==> src/rtl/dread_pkg.sv <==
package dread_pkg;

    parameter int CMD_W = 4;
    parameter int BE_W  = 4;

    typedef enum logic [1:0] {
        S_IDLE  = 2'd0,
        S_ISSUE = 2'd1,
        S_WAIT  = 2'd2,
        S_HOLD  = 2'd3
    } dr_state_e;

endpackage

==> src/rtl/dread_timer.sv <==
module dread_timer #(
    parameter int unsigned TIMEOUT = 32768
) (
    input  logic clk,
    input  logic rst_n,
    input  logic clear,
    input  logic run,
    output logic expired
);
    localparam int TW = $clog2(TIMEOUT + 1);

    logic [TW-1:0] cnt_q;

    assign expired = (cnt_q == TW'(TIMEOUT));

    always_ff @(posedge clk) begin
        if (!rst_n) begin
            cnt_q <= '0;
        end else if (clear) begin
            cnt_q <= '0;
        end else if (run && !expired) begin
            cnt_q <= cnt_q + 1'b1;
        end
    end
endmodule

==> src/rtl/dread_match.sv <==
module dread_match
    import dread_pkg::*;
#(
    parameter int AW = 32
) (
    input  logic             clk,
    input  logic             rst_n,
    input  logic             load,
    input  logic [AW-1:0]    in_addr,
    input  logic [CMD_W-1:0] in_cmd,
    input  logic [BE_W-1:0]  in_be,
    output logic             same
);
    logic [AW-1:0]    addr_q;
    logic [CMD_W-1:0] cmd_q;
    logic [BE_W-1:0]  be_q;

    always_ff @(posedge clk) begin
        if (!rst_n) begin
            addr_q <= '0;
            cmd_q  <= '0;
            be_q   <= '0;
        end else if (load) begin
            addr_q <= in_addr;
            cmd_q  <= in_cmd;
            be_q   <= in_be;
        end
    end

    assign same = (in_addr == addr_q) && (in_cmd == cmd_q) && (in_be == be_q);
endmodule

==> src/rtl/dread_xlate.sv <==
module dread_xlate #(
    parameter int WIN_BITS = 16,
    parameter int MAW      = 32
) (
    input  logic                clk,
    input  logic                rst_n,
    input  logic                load,
    input  logic [WIN_BITS-1:0] win_off,
    input  logic [MAW-1:0]      base,
    output logic [MAW-1:0]      mm_addr
);
    localparam int PAD = MAW - WIN_BITS;

    logic [MAW-1:0] sum;

    generate
        if (PAD > 0) begin : g_pad
            assign sum = base + {{PAD{1'b0}}, win_off};
        end else begin : g_nopad
            assign sum = base + win_off;
        end
    endgenerate

    always_ff @(posedge clk) begin
        if (!rst_n) begin
            mm_addr <= '0;
        end else if (load) begin
            mm_addr <= sum;
        end
    end
endmodule

==> src/rtl/dread_bridge.sv <==
module dread_bridge
    import dread_pkg::*;
#(
    parameter int          AW       = 32,
    parameter int          WIN_BITS = 16,
    parameter int          MAW      = 32,
    parameter int          DW       = 32,
    parameter int unsigned TIMEOUT  = 32768
) (
    input  logic             clk,
    input  logic             rst_n,
    input  logic             req_valid,
    input  logic             req_read,
    input  logic             req_hit,
    input  logic [AW-1:0]    req_addr,
    input  logic [CMD_W-1:0] req_cmd,
    input  logic [BE_W-1:0]  req_be,
    input  logic             ow_pending,
    input  logic [MAW-1:0]   cfg_mm_base,
    output logic             rsp_retry,
    output logic             rsp_done,
    output logic [DW-1:0]    rsp_data,
    output logic             mm_read,
    output logic [MAW-1:0]   mm_addr,
    input  logic             mm_waitrequest,
    input  logic [DW-1:0]    mm_readdata,
    input  logic             mm_readdatavalid
);
    dr_state_e state_q, state_d;

    logic          claim;
    logic          rd_hit;
    logic          same_req;
    logic          accept;
    logic          complete;
    logic          expired;
    logic [DW-1:0] rdata_q;

    assign claim    = req_valid && req_hit;
    assign rd_hit   = claim && req_read;
    assign accept   = (state_q == S_IDLE) && rd_hit;
    assign complete = (state_q == S_HOLD) && rd_hit && same_req
                      && !ow_pending && !expired;
    assign mm_read  = (state_q == S_ISSUE);

    dread_match #(.AW(AW)) i_match (
        .clk     (clk),
        .rst_n   (rst_n),
        .load    (accept),
        .in_addr (req_addr),
        .in_cmd  (req_cmd),
        .in_be   (req_be),
        .same    (same_req)
    );

    dread_xlate #(.WIN_BITS(WIN_BITS), .MAW(MAW)) i_xlate (
        .clk     (clk),
        .rst_n   (rst_n),
        .load    (accept),
        .win_off (req_addr[WIN_BITS-1:0]),
        .base    (cfg_mm_base),
        .mm_addr (mm_addr)
    );

    dread_timer #(.TIMEOUT(TIMEOUT)) i_timer (
        .clk     (clk),
        .rst_n   (rst_n),
        .clear   (accept),
        .run     (state_q != S_IDLE),
        .expired (expired)
    );

    // next state
    always_comb begin
        state_d = state_q;
        unique case (state_q)
            S_IDLE:  if (accept)            state_d = S_ISSUE;
            S_ISSUE: if (!mm_waitrequest)   state_d = S_WAIT;
            S_WAIT:  if (mm_readdatavalid)  state_d = expired ? S_IDLE : S_HOLD;
            S_HOLD:  if (expired || complete) state_d = S_IDLE;
            default:                        state_d = S_IDLE;
        endcase
    end

    // state register
    always_ff @(posedge clk) begin
        if (!rst_n) state_q <= S_IDLE;
        else        state_q <= state_d;
    end

    // response word register
    always_ff @(posedge clk) begin
        if (!rst_n) begin
            rdata_q <= '0;
        end else if ((state_q == S_WAIT) && mm_readdatavalid) begin
            rdata_q <= mm_readdata;
        end
    end

    // bus-side answers
    always_ff @(posedge clk) begin
        if (!rst_n) begin
            rsp_retry <= 1'b0;
            rsp_done  <= 1'b0;
            rsp_data  <= '0;
        end else begin
            rsp_retry <= (state_q == S_IDLE) ? rd_hit : (claim && !complete);
            rsp_done  <= complete;
            if (complete) rsp_data <= rdata_q;
        end
    end
endmodule

==> config.mk <==
export PLATFORM = sky130hd
export DESIGN_NAME = dread_bridge
export DESIGN_NICKNAME = d
export VERILOG_FILES = /design/src/rtl/dread_pkg.sv /design/src/rtl/dread_timer.sv /design/src/rtl/dread_match.sv /design/src/rtl/dread_xlate.sv /design/src/rtl/dread_bridge.sv
export SDC_FILE = /design/constraint.sdc
export NUM_CORES = 1
export LEC_CHECK = 0
export ABC_AREA = 1
export BUFFER_PORTS_ARGS = -buffer_cell sky130_fd_sc_hd__buf_2
export CELL_PAD_IN_SITES_DETAIL_PLACEMENT = 0
export CELL_PAD_IN_SITES_GLOBAL_PLACEMENT = 1
export CORE_MARGIN = 10
export CORE_UTILIZATION = 41
export CTS_CLUSTER_DIAMETER = 40
export DETAILED_ROUTE_END_ITERATION = 10
export PLACE_DENSITY_LB_ADDON = 0.1
export REMOVE_ABC_BUFFERS = 1
export SLEW_MARGIN = 20
export SYNTH_ARGS = -nofsm -noshare
export SYNTH_HDL_FRONTEND = slang
export SYNTH_SLANG_ARGS = --single-unit
==> constraint.sdc <==
create_clock -name clk -period 2.57 [get_ports clk]
set_input_delay 0.257 -clock clk [delete_from_list [all_inputs] [get_ports clk]]
set_output_delay 0.257 -clock clk [all_outputs]
set_load 0.01 [all_outputs]
==> results_dict.tcl, run 1 <==
set metrics [dict create \
    drt_first_pass_iters 5 \
    maxCapViolCount 0 \
    endpoint_kind "flip-flop" \
    vias 8701 \
    status "completed" \
    ys_ff_latch 156 \
    vdd_drop_max_v 0.0005145 \
    synth_top_area_cell "dfxtp_1" \
    wl_um 26890 \
    postSynthAreaPerCell_um2 6.349 \
    io_pins 179 \
    hold_path_class "in -> reg" \
    worst_pin_slew_ps 620.5 \
    cts_tree "done" \
    ff2ff_path_depth 10 \
    post-cts-setup-buffers 0 \
    r2r-start "i_match.be_q[0]$_SDFFE_PN0P_" \
    setup_slack_ps 430.5 \
    synth-xor-area-share_pct 1.822 \
    synth_compound_area_share_pct 12.43 \
    drive_gt1_share_pct 15.37 \
    wl_per_cell_um 14.80 \
    synth_area_um2 8653 \
    timing.rr.end "rsp_data[17]$_SDFFE_PN0P_" \
    yosysMostFrequentCell "nand2_1" \
    synth.top_cell.area_share_pct 36.09 \
    fin_nets 1660 \
    grt_antenna_before_repair 0 \
    yosys.area_share.adder_pct 2.834 \
    yosysWarnings 0 \
    vias_per_cell 4.789 \
    htreeDepth 4 \
    grt_pass1_wl_um 42670 \
    core_area_um2 20890 \
    num_rows 53 \
    synth_edf_count 0 \
    antenna_left 0 \
    gr-usage-all-layers_pct 19.58 \
    slew_headroom_pct 58.63 \
    p_per_area_nw_per_um2 647.0 \
    cp-start-kind "flip-flop" \
    fmax_mhz 467.4 \
    drt_iter0_drc 553 \
    p_total_w 0.006716 \
    cts_resized 0 \
    crit_required_ps 2900 \
    cts.sinks 156 \
    cp-endpoint "rsp_data[17]$_SDFFE_PN0P_" \
    clkTransAtPathRegs_ps 70 \
    yosys-top-cells-area "dfxtp_1, nand2_1, inv_1, nor2_1, a21oi_1" \
    cts_buffer_depth 2 \
    final.period_utilization_pct 83.25 \
    crit_type "reg -> reg" \
    r2r_slack_ps 430 \
    async_flop_share_pct 0 \
    synth_common_cells "nand2_1, inv_1, dfxtp_1" \
    synth_top_flop_cell "dfxtp_1" \
    io_buffers 178 \
    finClkSkew_ps 16.03 \
    synth-simple-area-share_pct 32.32 \
    die_x_um 165.3 \
    drc_errors 0 \
    overflow 0 \
    critPathArrivalTime_ps 2470 \
    grt_pass1_vias 8349 \
    finalMaxSlewViolations 0 \
    clock_latency_ps 440 \
    dpl_worst_slack_ps 397.4 \
    rsz0062_at_grt "false" \
    syn2layout_area_growth_pct 19.95 \
    filler_cell_count 2250 \
    die_area_um2 27320 \
    diodes 0 \
    grt_max_degree 69 \
    place_hpwl_um 20710 \
    yosysUniqueCellTypes 36 \
    hold_viol_final 0 \
    fin_crit_ps 2139 \
    ys_seq_area_share_pct 36.09 \
    synth_top_family_by_area "simple AND/OR/NAND/NOR gates" \
    initial_core_util_pct 41.43 \
    synthMuxAreaShare_pct 0 \
    finalSetupViolations 0 \
    critPathMaxFanout 32 \
    die_h_um 165.3 \
    gp_congestion 0.8619 \
    ctsHoldBuffers 0 \
    worstSetupStartpoint "i_match.be_q[0]$_SDFFE_PN0P_" \
    synthCells 1363 \
    p_leak_nw 5.207 \
    cts-root-buf "clkbuf_16" \
    numCtsBuffers 17 \
]
==> critical path, cell delays in order (launching register included) <==
cell and delay, ps:
dfxtp_1 320, xnor2_1 350, nand2_1 90, nor2_1 110
nand2_1 50, nor2_1 180, and2_1 240, buf_4 380
nand4_1 160, nand2_1 100, nor2_1 50
==> worst min path at each step <==
stage                                                 from                                to  slack [ps]  depth (start not counted)
after floorplan                                      rst_n           state_q[0]$_SDFFE_PN0P_         380                          2
after global placement    i_xlate.mm_addr[14]$_SDFFE_PN0P_  i_xlate.mm_addr[14]$_SDFFE_PN0P_         430                          2
after detailed placement  i_xlate.mm_addr[10]$_SDFFE_PN0P_  i_xlate.mm_addr[10]$_SDFFE_PN0P_         430                          2
after CTS                                        req_be[0]      i_match.be_q[0]$_SDFFE_PN0P_          50                          2
after global routing                             req_be[0]      i_match.be_q[0]$_SDFFE_PN0P_          60                          2
final                                            req_be[0]      i_match.be_q[0]$_SDFFE_PN0P_          60                          2
==> layout make-up <==
| cell class | instances | area, µm² | area share (%) |
|---|---|---|---|
| clock buffer | 17 | 425.4 | 4.098 |
| clock inverter | 15 | 146.4 | 1.410 |
| inverter | 277 | 1040 | 10.02 |
| multi-input combinational | 885 | 4280 | 41.24 |
| sequential | 156 | 3123 | 30.09 |
| tap | 275 | 344.1 | 3.315 |
| timing repair buffer | 192 | 1021 | 9.836 |
==> cell usage in the layout (no fill, tap or decap), drive strengths merged, types with 22 or more instances in the layout <==
cell type	count
dfxtp	156
nand4	50
a21oi	69
nor2	124
nor3	22
o21ai	63
o22ai	34
buf	192
nand3	69
inv	288
nand2	371
==> layer usage <==
layer  wire, µm  global-route usage (%)  vias up
met2      12120                   31.18      211
met4        293                   4.831        0
met5          0                       0        -
li1           -                       -     4627
met3       1700                   4.487       20
met1      12770                   26.21     3843
==> metrics by stage <==
step	area [µm²]	utilization, %	instances	hold slack (ps)	setup TNS, ps
finish	10380	49.69	1817	60.11	0
global route	10380	49.69	1817	58.11	0
CTS	10380	49.69	1817	50.23	0
detailed placement	9808	46.95	1785	434.9	0
global placement	9808	46.95	1785	433.2	0
floorplan	8438	-	1318	377.5	-37.76
==> kinds of logic after synthesis <==
family                   after synthesis
AO/OA/AOI/OAI                        190
XOR/XNOR                              18
flip-flops                           156
adder cells (fa/ha/maj)               19
AND/OR/NAND/NOR                      658
buffers and inverters                322
==> flip-flops by register name (all words and copies together), names as in the netlist <==
name,cells
state_q,2
rdata_q,32
i_xlate.mm_addr,32
i_match.be_q,4
rsp_data,32
rsp_retry,1
i_timer.cnt_q,16
i_match.addr_q,32
i_match.cmd_q,4
rsp_done,1
==> power by group <==
part           total [W]  internal [W]  switching [W]
Sequential       0.00274       0.00263       0.000101
Combinational    0.00148      0.000518       0.000965
Clock            0.00250       0.00130        0.00120
Note: power is estimated with default switching activity, not from simulation.
==> run 2, diff against run 1 <==
--- a/config.mk
+++ b/config.mk
@@ -10,7 +10,7 @@
 export CELL_PAD_IN_SITES_DETAIL_PLACEMENT = 0
 export CELL_PAD_IN_SITES_GLOBAL_PLACEMENT = 1
 export CORE_MARGIN = 10
-export CORE_UTILIZATION = 41
+export CORE_UTILIZATION = 38
 export CTS_CLUSTER_DIAMETER = 40
 export DETAILED_ROUTE_END_ITERATION = 10
 export PLACE_DENSITY_LB_ADDON = 0.1
==> constraint.sdc (replaced) <==
create_clock -name clk -period 2.2 [get_ports clk]
set_input_delay 0.22 -clock clk [delete_from_list [all_inputs] [get_ports clk]]
set_output_delay 0.22 -clock clk [all_outputs]
set_load 0.01 [all_outputs]
==> run 2 against run 1 <==
Critical path depth rose by 4; sequential share of layout area fell by 0.36 points; die area rose by 6.9%; design area rose by 1.2%; clock power rose by 17%; sequential power rose by 16%; register-to-register slack got worse by 190 ps; utilization fell by 3.0 points; via count rose by 0.15%; critical path type unchanged; largest power group unchanged.
==> results_dict.tcl, run 2 (synthesis gave the netlist of run 1 again) <==
set metrics [dict create \
    status "completed" \
    ctsHoldBuffers 0 \
    rsz0062_at_grt "false" \
    wl_um 27590 \
    p_leak_nw 5.261 \
    cts_buffer_depth 2 \
    finClkSkew_ps 11.51 \
    vdd_drop_max_v 0.0004860 \
    grt_max_degree 72 \
    multi_input_area_um2 4280 \
    fin_crit_ps 1959 \
    gr-usage-all-layers_pct 18.72 \
    r2r_slack_ps 240 \
    post-cts-setup-buffers 0 \
    cts_resized 0 \
    overflow 0 \
    cts-root-buf "clkbuf_16" \
    path_cells "inv_1 > nand2_1 > nand2_1 > inv_1 > nand2_1 > nor2_1 > nand2_1 > nor2_1 > and2_1 > nand3_4 > buf_12 > nand2_1 > inv_1 > nor2_1" \
    cp-start-kind "flip-flop" \
    cp_slowest_cell "dfxtp_1" \
    drc_errors 0 \
    final.period_utilization_pct 89.04 \
    syn2layout_area_growth_pct 21.41 \
    core_area_um2 22500 \
    tns_ps 0 \
    num_rows 55 \
    gr-usage-met1_pct 25.43 \
    drt_first_pass_iters 5 \
    critPathMaxFanout 32 \
    dpl_cell_area_um2 9931 \
    regArea_um2 3123 \
    cts_tree "done" \
    wl_per_cell_um 15.04 \
    vias_per_cell 4.749 \
    crit_required_ps 2560 \
    final_cell_mix "nand2_1, inv_1, buf_2, dfxtp_1, nor2_1" \
    fmax_mhz 510.5 \
    grt_pass1_wl_um 43600 \
    final_common_cell "nand2_1" \
    io_buffers 178 \
    vias 8714 \
    maxCapViolCount 0 \
    drive_gt1_share_pct 15.81 \
    die_x_um 170.9 \
    grtUsageMet2_pct 29.14 \
    finalMaxSlewViolations 0 \
    die_area_um2 29210 \
    diodes 0 \
    cp_num_buf_inv 4 \
    drt_iter0_drc 601 \
    crit_type "reg -> reg" \
    grt_pass1_vias 8241 \
    finalSetupViolations 0 \
    htreeDepth 4 \
    place_hpwl_um 21000 \
    slew_headroom_pct 55.46 \
    clock_latency_ps 440 \
    filler_cell_count 2417 \
    p_per_area_nw_per_um2 749.0 \
    cpMostUsedCell "nand2_1" \
    endpoint_kind "flip-flop" \
    antenna_left 0 \
    dpl_worst_slack_ps 43.56 \
    hold_path_class "in -> reg" \
    worst_pin_slew_ps 668.1 \
    cts.sinks 156 \
    numCtsBuffers 17 \
    grt_antenna_before_repair 0 \
    fin_nets 1668 \
    gp_congestion 0.8577 \
    critical_path.max_stage_delay_ps 330 \
    fin_area_um2 10510 \
    hold_viol_final 0 \
    io_pins 179 \
    setup_slack_ps 241.1 \
    hold_slack_ps 24.20 \
    grtUsageMet3_pct 3.940 \
    busiest_layer "met2" \
    clkTransAtPathRegs_ps 70 \
    die_h_um 170.9 \
    initial_core_util_pct 38.45 \
    crit_family "simple AND/OR/NAND/NOR gates" \
    critPathArrivalTime_ps 2320 \
]
==> run 2: through the flow <==
stage	instances	total power (W)	utilization, %
after detailed placement	1803	0.005015	44.13
after CTS	1835	0.007967	46.69
final	1835	0.007869	46.69
after global placement	1803	0.005001	44.13
after floorplan	1318	0.004304	-
after global routing	1835	0.008366	46.69
==> run 2: cell type report <==
type / count / share of cell area [%]
Clock buffer: 17 / 4.049
Clock inverter: 15 / 1.429
Inverter: 277 / 9.896
Tap cell: 285 / 3.394
Multi-Input combinational cell: 885 / 40.74
Sequential cell: 156 / 29.73
Timing Repair Buffer: 200 / 10.77
==> run 2: layer usage <==
| metal | vias up | wire (µm) |
|---|---|---|
| li1 | 4641 | - |
| met1 | 3849 | 13550 |
| met2 | 198 | 12110 |
| met3 | 26 | 1446 |
| met4 | 0 | 490 |
| met5 | - | 0 |
==> run 2: worst register-to-register path: cells and delay by family (launching register included) <==
| kind | cells | cell delay, ps |
|---|---|---|
| buffers and inverters | 4 | 320 |
| flip-flops | 1 | 330 |
| AND/OR/NAND/NOR | 10 | 1260 |
==> run 2: final timing paths <==
path                                                 startpoint                         endpoint  depth (start not counted)
worst max-delay path            i_match.addr_q[27]$_SDFFE_PN0P_        rsp_data[11]$_SDFFE_PN0P_                         14
worst min-delay path                                  req_be[0]     i_match.be_q[0]$_SDFFE_PN0P_                          2
worst max register to register  i_match.addr_q[27]$_SDFFE_PN0P_        rsp_data[11]$_SDFFE_PN0P_                         14
worst min register to register  i_xlate.mm_addr[6]$_SDFFE_PN0P_  i_xlate.mm_addr[6]$_SDFFE_PN0P_                          2
==> run 2: power breakdown <==
group | internal (W) | switching [W]
clock | 0.00151 | 0.00142
combinational | 0.000616 | 0.00113
sequential | 0.00308 | 0.000117
==> run 3, diff against run 2 <==
--- a/config.mk
+++ b/config.mk
@@ -6,13 +6,13 @@
 export NUM_CORES = 1
 export LEC_CHECK = 0
 export ABC_AREA = 1
-export BUFFER_PORTS_ARGS = -buffer_cell sky130_fd_sc_hd__buf_2
 export CELL_PAD_IN_SITES_DETAIL_PLACEMENT = 0
 export CELL_PAD_IN_SITES_GLOBAL_PLACEMENT = 1
 export CORE_MARGIN = 10
-export CORE_UTILIZATION = 38
+export CORE_UTILIZATION = 44
 export CTS_CLUSTER_DIAMETER = 40
 export DETAILED_ROUTE_END_ITERATION = 10
+export DONT_BUFFER_PORTS = 1
 export PLACE_DENSITY_LB_ADDON = 0.1
 export REMOVE_ABC_BUFFERS = 1
 export SLEW_MARGIN = 20
==> run 3 against run 2 <==
Clock power rose by 13%; combinational power fell by 9%; non-clock buffer count fell by 107; cell count fell by 6.9%; die area fell by 12%; design area fell by 1.5%; hold slack got worse by 9.4 ps; sequential power rose by 2%; sequential share of layout area rose by 0.44 points; power rose by 3.5%; clock-buffer cell count did not move; critical endpoint is now rsp_data[14]$_SDFFE_PN0P_.
==> results_dict.tcl, run 3 (synthesis gave the netlist of run 1 again) <==
set metrics [dict create \
    status "completed" \
    postLayoutCoreUtil_pct 53.37 \
    die_area_um2 25680 \
    hold_viol_final 0 \
    clkTransAtPathRegs_ps 70 \
    finClkSkew_ps 10.37 \
    cp.depth 12 \
    wl_um 27830 \
    crit_family "simple AND/OR/NAND/NOR gates" \
    endpoint_kind "flip-flop" \
    drc_errors 0 \
    hold_path_class "in -> reg" \
    p_leak_nw 4.779 \
    ff2ff_path_depth 9 \
    regArea_um2 3123 \
    cp-start-kind "primary input" \
    netSwitchingFraction_pct 31.16 \
    crit_required_ps 2570 \
    pwr-share-clk_pct 40.6 \
    finalMaxSlewViolations 0 \
    fmax_mhz 502.5 \
    final.period_utilization_pct 90.46 \
    numCtsBuffers 17 \
    gp_congestion 0.8781 \
    drt_iter0_drc 519 \
    vias 8559 \
    core_area_um2 19400 \
    io_pins 179 \
    cts_tree "done" \
    place_hpwl_um 20230 \
    post-cts-setup-buffers 0 \
    final_cell_mix "nand2_1, inv_1, dfxtp_1, nor2_1, dlygate4sd3_1" \
    cts-root-buf "clkbuf_16" \
    seqPwrFrac_pct 39.9 \
    fin_nets 1562 \
    grt_antenna_before_repair 2 \
    grt_max_degree 72 \
    cp_num_buf_inv 3 \
    fin_crit_ps 1990 \
    num_rows 51 \
    critical_path.max_stage_delay_ps 560 \
    overflow 0 \
    antenna_left 0 \
    die_h_um 160.2 \
    final_common_cell "nand2_1" \
    cp_slowest_cell "dlygate4sd3_1" \
    slew_headroom_pct 60.16 \
    drt_first_pass_iters 5 \
    critPathArrivalTime_ps 2360 \
    vdd_drop_max_v 0.0005862 \
    p_int_w 0.005605 \
    grt_pass1_wl_um 44360 \
    die_x_um 160.2 \
    wl_per_cell_um 16.28 \
    io_buffers 0 \
    hold_path_depth 2 \
    cts_buffer_depth 2 \
    vias_per_cell 5.008 \
    multi_input_area_um2 4299 \
    clock_latency_ps 440 \
    syn2layout_area_growth_pct 19.65 \
    r2r_slack_ps 250 \
    grt_pass1_vias 8147 \
    tns_ps 0 \
    finalSetupViolations 0 \
    p_per_area_nw_per_um2 786.4 \
    cts.sinks 156 \
    crit_type "in -> reg" \
    initial_core_util_pct 44.61 \
    filler_cell_count 2010 \
    path_cells "dlygate4sd3_1 > inv_1 > nand2_1 > nand2_1 > nor2_1 > nand3_1 > nor2_1 > and2_2 > nand3_4 > nand2_1 > inv_1 > nor2_1" \
    power_frac_comb_pct 19.6 \
    gr-usage-all-layers_pct 21.23 \
    htreeDepth 4 \
    worst_pin_slew_ps 592.1 \
    maxCapViolCount 0 \
    critPathMaxFanout 16 \
    p_switching_w 0.002537 \
    drive_gt1_share_pct 4.778 \
    diodes 0 \
]
## run 3: area by class of cell
type | count | area share (%)
clock buffer | 17 | 4.109
tap | 265 | 3.202
multi-input combinational | 886 | 41.52
sequential | 156 | 30.16
timing repair buffer | 93 | 8.810
clock inverter | 15 | 2.151
inverter | 277 | 10.04
## run 3: path summary, 6_finish.rpt
check,startpoint,to
min,mm_readdata[11],rdata_q[11]$_SDFFE_PN0P_
min reg2reg,rdata_q[17]$_SDFFE_PN0P_,rdata_q[17]$_SDFFE_PN0P_
max,req_addr[5],rsp_data[14]$_SDFFE_PN0P_
max reg2reg,i_timer.cnt_q[0]$_SDFFE_PP0P_,rsp_data[27]$_SDFFE_PN0P_
## run 3: stage by stage
step	power [W]	instances	instance area [µm²]	hold WS, ps	setup WS (ps)
detailed placement	0.004765	1604	8945	352.5	117.4
global route	0.008571	1709	10350	29.04	-3.274
finish	0.008142	1709	10350	14.85	209.9
floorplan	0.004304	1318	8438	340.5	-407.8
global placement	0.004757	1604	8945	346.6	124.5
CTS	0.008198	1708	10330	3.020	117.7
## run 3: repair_timing
action	4_1_cts	5_1_grt
setup endpoints to repair	0	32
gates resized for setup	0	3
hold buffers	72	0
hold endpoints to repair	112	0
## run 3: power by group through the flow
stage,Combinational (W),Sequential [W],Clock (W)
after floorplan,0.00104,0.00326,0
after global placement,0.00145,0.00330,0
after detailed placement,0.00146,0.00331,0
after CTS,0.00160,0.00325,0.00336
after global routing,0.00183,0.00327,0.00347
final,0.00159,0.00325,0.00330
## run 3: metal layers
metal	vias to the layer above	GRT usage, %	wire length (µm)
met2	258	33.42	12570
met1	3832	27.10	12360
met5	-	0	38
met3	35	6.967	2452
met4	4	6.177	413
li1	4430	-	-
